## config.mk

```make
export PLATFORM = sky130hd
export DESIGN_NAME = ccg_top
export DESIGN_NICKNAME = d
export VERILOG_FILES = /design/src/rtl/ccg_pkg.sv /design/src/rtl/ccg_size_slice.sv /design/src/rtl/ccg_cv_eval.sv /design/src/rtl/ccg_flag_reg.sv /design/src/rtl/ccg_top.sv
export SDC_FILE = /design/constraint.sdc
export NUM_CORES = 1
export LEC_CHECK = 0
export CORE_AREA = 8 8 45 47
export CTS_CLUSTER_DIAMETER = 50
export DETAILED_ROUTE_END_ITERATION = 8
export DIE_AREA = 0 0 53 55
export DONT_BUFFER_PORTS = 1
export GPL_ROUTABILITY_DRIVEN = 0
export PLACE_DENSITY = 0.55
export SYNTH_ARGS = -nofsm -noshare
export SYNTH_HDL_FRONTEND = slang
export SYNTH_HIERARCHICAL = 1
export SYNTH_SLANG_ARGS = --single-unit
```

## constraint.sdc

```tcl
create_clock -name clk -period 3.8 [get_ports clk]
set_input_delay 0.19 -clock clk [delete_from_list [all_inputs] [get_ports clk]]
set_output_delay 0.19 -clock clk [all_outputs]
set_load 0.05 [all_outputs]
```

## src/rtl/ccg_pkg.sv

```systemverilog
package ccg_pkg;

  // operation class codes
  localparam logic [2:0] OPC_ADD   = 3'd0;
  localparam logic [2:0] OPC_SUB   = 3'd1;
  localparam logic [2:0] OPC_CMP   = 3'd2;
  localparam logic [2:0] OPC_LOGIC = 3'd3;

  // operand size codes (3 decodes as long)
  localparam logic [1:0] SZ_BYTE = 2'd0;
  localparam logic [1:0] SZ_WORD = 2'd1;
  localparam logic [1:0] SZ_LONG = 2'd2;

  typedef struct packed {
    logic x;
    logic n;
    logic z;
    logic v;
    logic c;
  } ccr_t;

endpackage

```

## src/rtl/ccg_size_slice.sv

```systemverilog
module ccg_size_slice #(
  parameter int DATA_W = 32
) (
  input  logic [1:0]        op_size,
  input  logic [DATA_W-1:0] src_opnd,
  input  logic [DATA_W-1:0] dst_opnd,
  input  logic [DATA_W-1:0] result,
  output logic              s_top,
  output logic              d_top,
  output logic              r_top,
  output logic              r_zero
);
  import ccg_pkg::*;

  localparam int IDX_W    = $clog2(DATA_W);
  localparam int BYTE_TOP = 7;
  localparam int WORD_TOP = 15;
  localparam int LONG_TOP = DATA_W - 1;

  logic [IDX_W-1:0]  top_idx;
  logic [IDX_W-1:0]  trim;
  logic [DATA_W-1:0] size_mask;

  always_comb begin
    case (op_size)
      SZ_BYTE: top_idx = IDX_W'(BYTE_TOP);
      SZ_WORD: top_idx = IDX_W'(WORD_TOP);
      default: top_idx = IDX_W'(LONG_TOP);
    endcase
  end

  assign trim      = IDX_W'(LONG_TOP) - top_idx;
  assign size_mask = {DATA_W{1'b1}} >> trim;

  assign s_top  = src_opnd[top_idx];
  assign d_top  = dst_opnd[top_idx];
  assign r_top  = result[top_idx];
  assign r_zero = ((result & size_mask) == '0);

  always_comb begin
    assert (!(r_zero && r_top)) else $error("AST_ZERO_NOT_NEG");
  end

endmodule

```

## src/rtl/ccg_cv_eval.sv

```systemverilog
module ccg_cv_eval (
  input  logic [2:0] op_class,
  input  logic       s_top,
  input  logic       d_top,
  input  logic       r_top,
  output logic       c_nxt,
  output logic       v_nxt,
  output logic       x_wr
);
  import ccg_pkg::*;

  logic add_c, add_v, sub_c, sub_v;

  assign add_c = (s_top & d_top) | (~r_top & d_top) | (s_top & ~r_top);
  assign add_v = (s_top & d_top & ~r_top) | (~s_top & ~d_top & r_top);
  assign sub_c = (s_top & ~d_top) | (r_top & ~d_top) | (s_top & r_top);
  assign sub_v = (~s_top & d_top & ~r_top) | (s_top & ~d_top & r_top);

  always_comb begin
    case (op_class)
      OPC_ADD: begin c_nxt = add_c; v_nxt = add_v; x_wr = 1'b1; end
      OPC_SUB: begin c_nxt = sub_c; v_nxt = sub_v; x_wr = 1'b1; end
      OPC_CMP: begin c_nxt = sub_c; v_nxt = sub_v; x_wr = 1'b0; end
      default: begin c_nxt = 1'b0;  v_nxt = 1'b0;  x_wr = 1'b0; end
    endcase
  end

endmodule

```

## src/rtl/ccg_flag_reg.sv

```systemverilog
module ccg_flag_reg (
  input  logic          clk,
  input  logic          rst_n,
  input  logic          upd,
  input  logic          x_wr,
  input  ccg_pkg::ccr_t nxt,
  output ccg_pkg::ccr_t cur
);
  import ccg_pkg::*;

  always_ff @(posedge clk) begin
    if (!rst_n) begin
      cur <= '0;
    end else if (upd) begin
      cur.n <= nxt.n;
      cur.z <= nxt.z;
      cur.v <= nxt.v;
      cur.c <= nxt.c;
      if (x_wr) cur.x <= nxt.x;
    end
  end

  AST_IDLE_HOLD: assert property (@(posedge clk) disable iff (!rst_n) !upd |=> $stable(cur));
  AST_X_KEPT: assert property (@(posedge clk) disable iff (!rst_n) (upd && !x_wr) |=> $stable(cur.x));

endmodule

```

## src/rtl/ccg_top.sv

```systemverilog
module ccg_top #(
  parameter int DATA_W = 32
) (
  input  logic              clk,
  input  logic              rst_n,
  input  logic              upd_valid,
  input  logic [2:0]        op_class,
  input  logic [1:0]        op_size,
  input  logic [DATA_W-1:0] src_opnd,
  input  logic [DATA_W-1:0] dst_opnd,
  input  logic [DATA_W-1:0] result,
  output logic              x_we,
  output logic              flag_x,
  output logic              flag_n,
  output logic              flag_z,
  output logic              flag_v,
  output logic              flag_c
);
  import ccg_pkg::*;

  logic s_top, d_top, r_top, r_zero;
  logic c_nxt, v_nxt, x_wr;
  ccr_t nxt, cur;

  ccg_size_slice #(.DATA_W(DATA_W)) u_slice (
    .op_size  (op_size),
    .src_opnd (src_opnd),
    .dst_opnd (dst_opnd),
    .result   (result),
    .s_top    (s_top),
    .d_top    (d_top),
    .r_top    (r_top),
    .r_zero   (r_zero)
  );

  ccg_cv_eval u_cv (
    .op_class (op_class),
    .s_top    (s_top),
    .d_top    (d_top),
    .r_top    (r_top),
    .c_nxt    (c_nxt),
    .v_nxt    (v_nxt),
    .x_wr     (x_wr)
  );

  always_comb begin
    nxt.x = c_nxt;
    nxt.n = r_top;
    nxt.z = r_zero;
    nxt.v = v_nxt;
    nxt.c = c_nxt;
  end

  ccg_flag_reg u_reg (
    .clk   (clk),
    .rst_n (rst_n),
    .upd   (upd_valid),
    .x_wr  (x_wr),
    .nxt   (nxt),
    .cur   (cur)
  );

  assign x_we   = upd_valid & x_wr;
  assign flag_x = cur.x;
  assign flag_n = cur.n;
  assign flag_z = cur.z;
  assign flag_v = cur.v;
  assign flag_c = cur.c;

  AST_X_FOLLOWS_C: assert property (@(posedge clk) disable iff (!rst_n) x_we |=> (flag_x == flag_c));
  AST_CMP_KEEPS_X: assert property (@(posedge clk) disable iff (!rst_n) (upd_valid && op_class == OPC_CMP) |=> $stable(flag_x));
  AST_LOGIC_CLEARS: assert property (@(posedge clk) disable iff (!rst_n) (upd_valid && op_class >= OPC_LOGIC) |=> (!flag_c && !flag_v));
  AST_NO_NEG_ZERO: assert property (@(posedge clk) disable iff (!rst_n) !(flag_n && flag_z));

endmodule

```

==> Yosys cells after proc, flatten, opt, wreduce, memory -nomap -nowiden <==
Index checks and enable logic that the tools add are counted.
{ "totals": {"regBits": 5, "inputBits": 104} }
{ "op_classes": {"n_addsub": 1, "n_lt_le_gt_ge": 1, "n_eq_ne": 3, "shift": 1, "mux": 10, "n_bitwise": 23, "n_reduce_logical": 6} }
{ "ops": {"columns": ["operator", "count"], "rows": [
  ["$and A32 B32 Y32", 1],
  ["$logic_not A32 Y1", 1],
  ["$shr A32 B5 Y32 const A", 1],
  ["$bmux W1 S5", 3],
  ["$and A1 B1 Y1", 13],
  ["$pmux W5 S2", 1],
  ["$lt A5 B6 Y1 const B", 1],
  ["$or A1 B1 Y1", 6],
  ["$sub A5 B5 Y5 const A", 1],
  ["$mux W1", 4],
  ["$pmux W1 S2", 2],
  ["$reduce_or A2 Y1", 2],
  ["$eq A3 B1 Y1 const B", 1],
  ["$eq A3 B2 Y1 const B", 1],
  ["$logic_not A3 Y1", 1],
  ["$not A1 Y1", 3],
  ["$eq A2 B1 Y1 const B", 1],
  ["$logic_not A2 Y1", 1],
  ["$reduce_and A2 Y1", 1]
]} }

==> Longest topological paths before layout <==
{ "depth": {"ltp_word": 9, "depth_mapped": 7} }

==> Hierarchy <==
The synthesis kept the hierarchy.
{ "modules_own_cells": {"columns": ["module", "instances", "cells_each", "area_per_inst_um2", "seq_area_each_um2"], "rows": [
  ["ccg_flag_reg", 1, 18, 197.7, 100.1],
  ["ccg_size_slice", 1, 22, 188.9, 0.0],
  ["ccg_cv_eval", 1, 15, 102.6, 0.0],
  ["ccg_top", 1, 1, 6.3, 0.0]
]} }

==> Worst setup path before layout <==
Ideal clock, no wire load.
{ "synth_path": {"path_type": "input to register", "from": "input port op_size[0]", "to": "register u_reg/cur[0] (netlist name)", "setup_time_ns": 0.066, "arrival_ns": 1.603, "t_required_ns": 3.734, "setup_slack_ns": 2.131, "path_stages": 7, "cell_sequence": "mux2i_1 o21ai_0 nor2_1 a211o_1 a221oi_1 mux2i_1 nor2b_1"} }
{ "synth_via": {"elab_chain_cells": 9, "word_cells_on_any_way": 22, "classes_between": "eq/ne (1); mux (8); bitwise (12); reduce/logical (1)"} }
{ "synth_lines": {"columns": ["item", "line", "rtl"], "rows": [
  ["start, declared", "ccg_top.sv:8", "input logic [1:0] op_size,"],
  ["$eq A2 B1 Y1 / $logic_not A2 Y1 (equally long branches)", "ccg_size_slice.sv:25", "case (op_size)"],
  ["$pmux W5 S2 *", "ccg_size_slice.sv:25", null],
  ["$bmux W1 S5 *", "ccg_size_slice.sv:37", "assign r_top = result[top_idx];"],
  ["$mux W1 (implied by the code) *", "ccg_size_slice.sv:37", null],
  ["via r_top", "ccg_top.sv:21", "logic s_top, d_top, r_top, r_zero;"],
  ["$not A1 Y1", "ccg_cv_eval.sv:14", "assign add_c = (s_top & d_top) | (~r_top & d_top) | (s_top & ~r_top);"],
  ["$and A1 B1 Y1", "ccg_cv_eval.sv:14", null],
  ["$or A1 B1 Y1 (2 in a row)", "ccg_cv_eval.sv:14", null],
  ["$pmux W1 S2 *", "ccg_cv_eval.sv:20", "case (op_class)"],
  ["via c_nxt", "ccg_top.sv:22", "logic c_nxt, v_nxt, x_wr;"]
]} }
Mark *: on every way through the listed nets, which the timed path passes. The rest lies on a longest branch. The select of a mux whose other input is x is not followed.
A chain may end at the register's enable or synchronous reset.

==> Final worst setup path <==
{ "layout_path": {"from": "input port op_size[0]", "to": "register u_reg/cur[0] (netlist name)"} }
{ "layout_via": {"elab_chain_cells": 9, "word_cells_on_any_way": 22, "classes_between": "eq/ne (1); mux (8); bitwise (12); reduce/logical (1)"} }
{ "layout_lines": {"columns": ["item", "line"], "rows": [
  ["$eq A2 B1 Y1 / $logic_not A2 Y1 (equally long branches)", "ccg_size_slice.sv:25"],
  ["$pmux W5 S2 *", "ccg_size_slice.sv:25"],
  ["$bmux W1 S5 *", "ccg_size_slice.sv:37"],
  ["$mux W1 (implied by the code) *", "ccg_size_slice.sv:37"],
  ["via r_top", "ccg_top.sv:21"],
  ["$not A1 Y1", "ccg_cv_eval.sv:14"],
  ["$and A1 B1 Y1", "ccg_cv_eval.sv:14"],
  ["$or A1 B1 Y1 (2 in a row)", "ccg_cv_eval.sv:14"],
  ["$pmux W1 S2 *", "ccg_cv_eval.sv:20"],
  ["via c_nxt", "ccg_top.sv:22"]
]} }
Marked as above.

==> flow_summary_export.csv <==
group,metric,value,unit
timing,clock.fmax,556.8,MHz
final_layout,largestRegisters,"u_reg/cur: 5 flops",
yosys,seq_area_frac_synth,20.20,%
final_layout,finalNetCount,164,
timing,period_share,47.26,%
setup_path,path_max_fanout,9,
yosys,synth_fp_nets,160,
timing,clock_skew,0,ns
yosys,syn-cell-area,495.5,sq um
cts,cts_tree,"built",
yosys,yosysTopAreaCell,"dfxtp_1",
power_and_ir_drop,p_total,0.1522,mW
final_layout,diodes,0,
die,dieArea,2915,sq um
final_layout,max_flop_register,"u_reg/cur",
setup_path,crit_path_end_kind,"flop",
cts,cts_setup_buffers,0,
setup_path,worstSetupStartpointType,"primary input",
die,die_h,55,um
timing,slew_headroom,41.23,%
route,routed_wl,1.387,mm
placement,hpwl,1.172,mm
global_routing,grt_start_max_net_pins,10,
final_layout,post-route-util,38.34,%
yosys,ys_top_cells_by_area,"dfxtp_1 20%, mux2i_1 16%, nor4_4 8.6%, nand2_1 5.3%, nor2b_1 5.1%",
global_routing,grt_use_met1,9.271,%
die,initial_core_util,35.80,%
final_layout,largest_reg_flops,5,
route,route.detailed.drc,0,
final_layout,drive_gt1_share,15.25,%
global_routing,use_met3,5.615,%
route,antenna_left,0,
global_routing,top_usage_layer,"met2",
cts,clock_sinks,5,
setup_path,r2r_slack,2.81,ns
timing,tns,0,ns
setup_path,worstSetupPathType,"in2reg",
cts,hold_buffers,0,
setup_path,worstPathRequired,3.98,ns
yosys,synth_top_area_share,20.20,%
yosys,synth_warnings,6,
power_and_ir_drop,peakVddDrop,0.0002045,V
die,coreArea,1384,sq um
placement,portBuffers,0,
global_routing,grt_antenna_before_repair,0,
timing,drv_slew,0,
route,avgRoutedWirePerCell,18.49,um
route,vias_per_cell,5.867,
die,rows,14,
global_routing,grt_pass1_vias,399,
timing,worstMarginPinSlew,0.8724,ns
cts,cts_buffers,3,
yosys,synth_edf_count,0,
global_routing,grt_usage,7.978,%
timing,setup_violations,0,
global_routing,grt_pass1_wl,1.745,mm
yosys,synth-seq-cells,5,
hold_path,hold_path.class,"in2reg",
power_and_ir_drop,power.density,286.8,nW/um^2
cts,clk_path_buf_depth,2,
route,drtIter0Drc,2,
yosys,async_flop_share,0,%
timing,min_period,1.796,ns
global_routing,grt-ovfl-total,0,
cts,clock_latency,0.24,ns
yosys,synth.avg_cell_area,8.848,sq um
yosys,synth_most_common_cell,"mux2i_1",
setup_path,cp.arrival,1.98,ns
global_routing,grtUsageMet2,10.16,%
yosys,ys_types,23,
cts,cts_resized,0,
yosys,synth_commonest_cells,"8 x mux2i_1, 7 x nand2_1, 5 x dfxtp_1, 5 x o21ai_0",
timing,final_hold_viol_count,0,
timing,rsz0062_at_grt,"no",
final_layout,area_delta_synth_final,7.071,%
cts,htree_levels,1,
route,vias,440,
yosys,synth_cells,56,
cts,root_buffer,"clkbuf_4",
yosys,synth_ff_type,"dfxtp_1",
cts,clkSlewWorstSetupHoldPaths,0.05,ns
die,die_w,53,um
power_and_ir_drop,leakagePower,0.1791,nW
die,ios,110,
flow_run,max-cap-violations,0,
status,status,"finished, final reports clean",
route,dr.pass1.iters,3,
through the flow:
step	hold slack [ns]	area, sq um	std cells	setup WS, ns
floorplan	0.3182	495.5	56	2.131
global placement	0.3226	504.2	71	1.832
detailed placement	0.3243	504.2	71	1.781
CTS	0.07105	530.5	75	2.028
global route	0.06946	530.5	75	1.781
finish	0.07538	530.5	75	2.004
power breakdown:
group	total [mW]	switching, mW	internal (mW)
Sequential	0.0616	0.00721	0.0544
Combinational	0.0273	0.0130	0.0142
Clock	0.0634	0.0235	0.0398
Total	0.152	0.0438	0.108
cell families (layout without fill, tap and decap cells):
logic type,count (synthesis),after routing,share of synthesized area (%)
AND/OR/NAND/NOR,30,30,43.69
AO/OA/AOI/OAI,11,11,15.91
multiplexers,8,8,16.16
flip-flops,5,5,20.20
XOR/XNOR,1,1,1.768
buffers and inverters,1,4,2.273
placed cells by master (no fill, tap or decap), types with 3 or more instances in the layout:
cell,count
mux2i_1,8
nand2_1,7
o21ai_0,5
dfxtp_1,5
nor2b_1,4
nor4_1,4
clkbuf_4,3
worst max-delay path, stage by stage:
cell and delay, ns:
mux2i_1 0.09, o21ai_0 0.68, nor2_1 0.08, a211o_1 0.29, a221oi_1 0.39, mux2i_1 0.13
nor2b_1 0.12
metal layers:
metal | up-vias | wire, um
met5 | - | 0
met4 | 0 | 0
met3 | 0 | 273
met2 | 28 | 640
met1 | 191 | 473
li1 | 221 | -
final timing paths:
check / from / end / cells after the start
setup / recovery: op_size[0] / u_reg/cur[0]$_SDFFE_PN0P_ / 7
hold / removal: rst_n / u_reg/cur[2]$_SDFFE_PN0P_ / 1
setup reg to reg: u_reg/cur[3]$_SDFFE_PN0P_ / u_reg/cur[3]$_SDFFE_PN0P_ / 2
hold reg to reg: u_reg/cur[4]$_SDFFE_PN0P_ / u_reg/cur[4]$_SDFFE_PN0P_ / 2
area by class of cell:
type	instances	area, sq um
clock buffers	4	26.28
well taps	16	20.02
fillers	153	853.3
multi-input cells	50	384.1
flip-flops and latches	5	100.1
(Power assumes the default switching activity.)
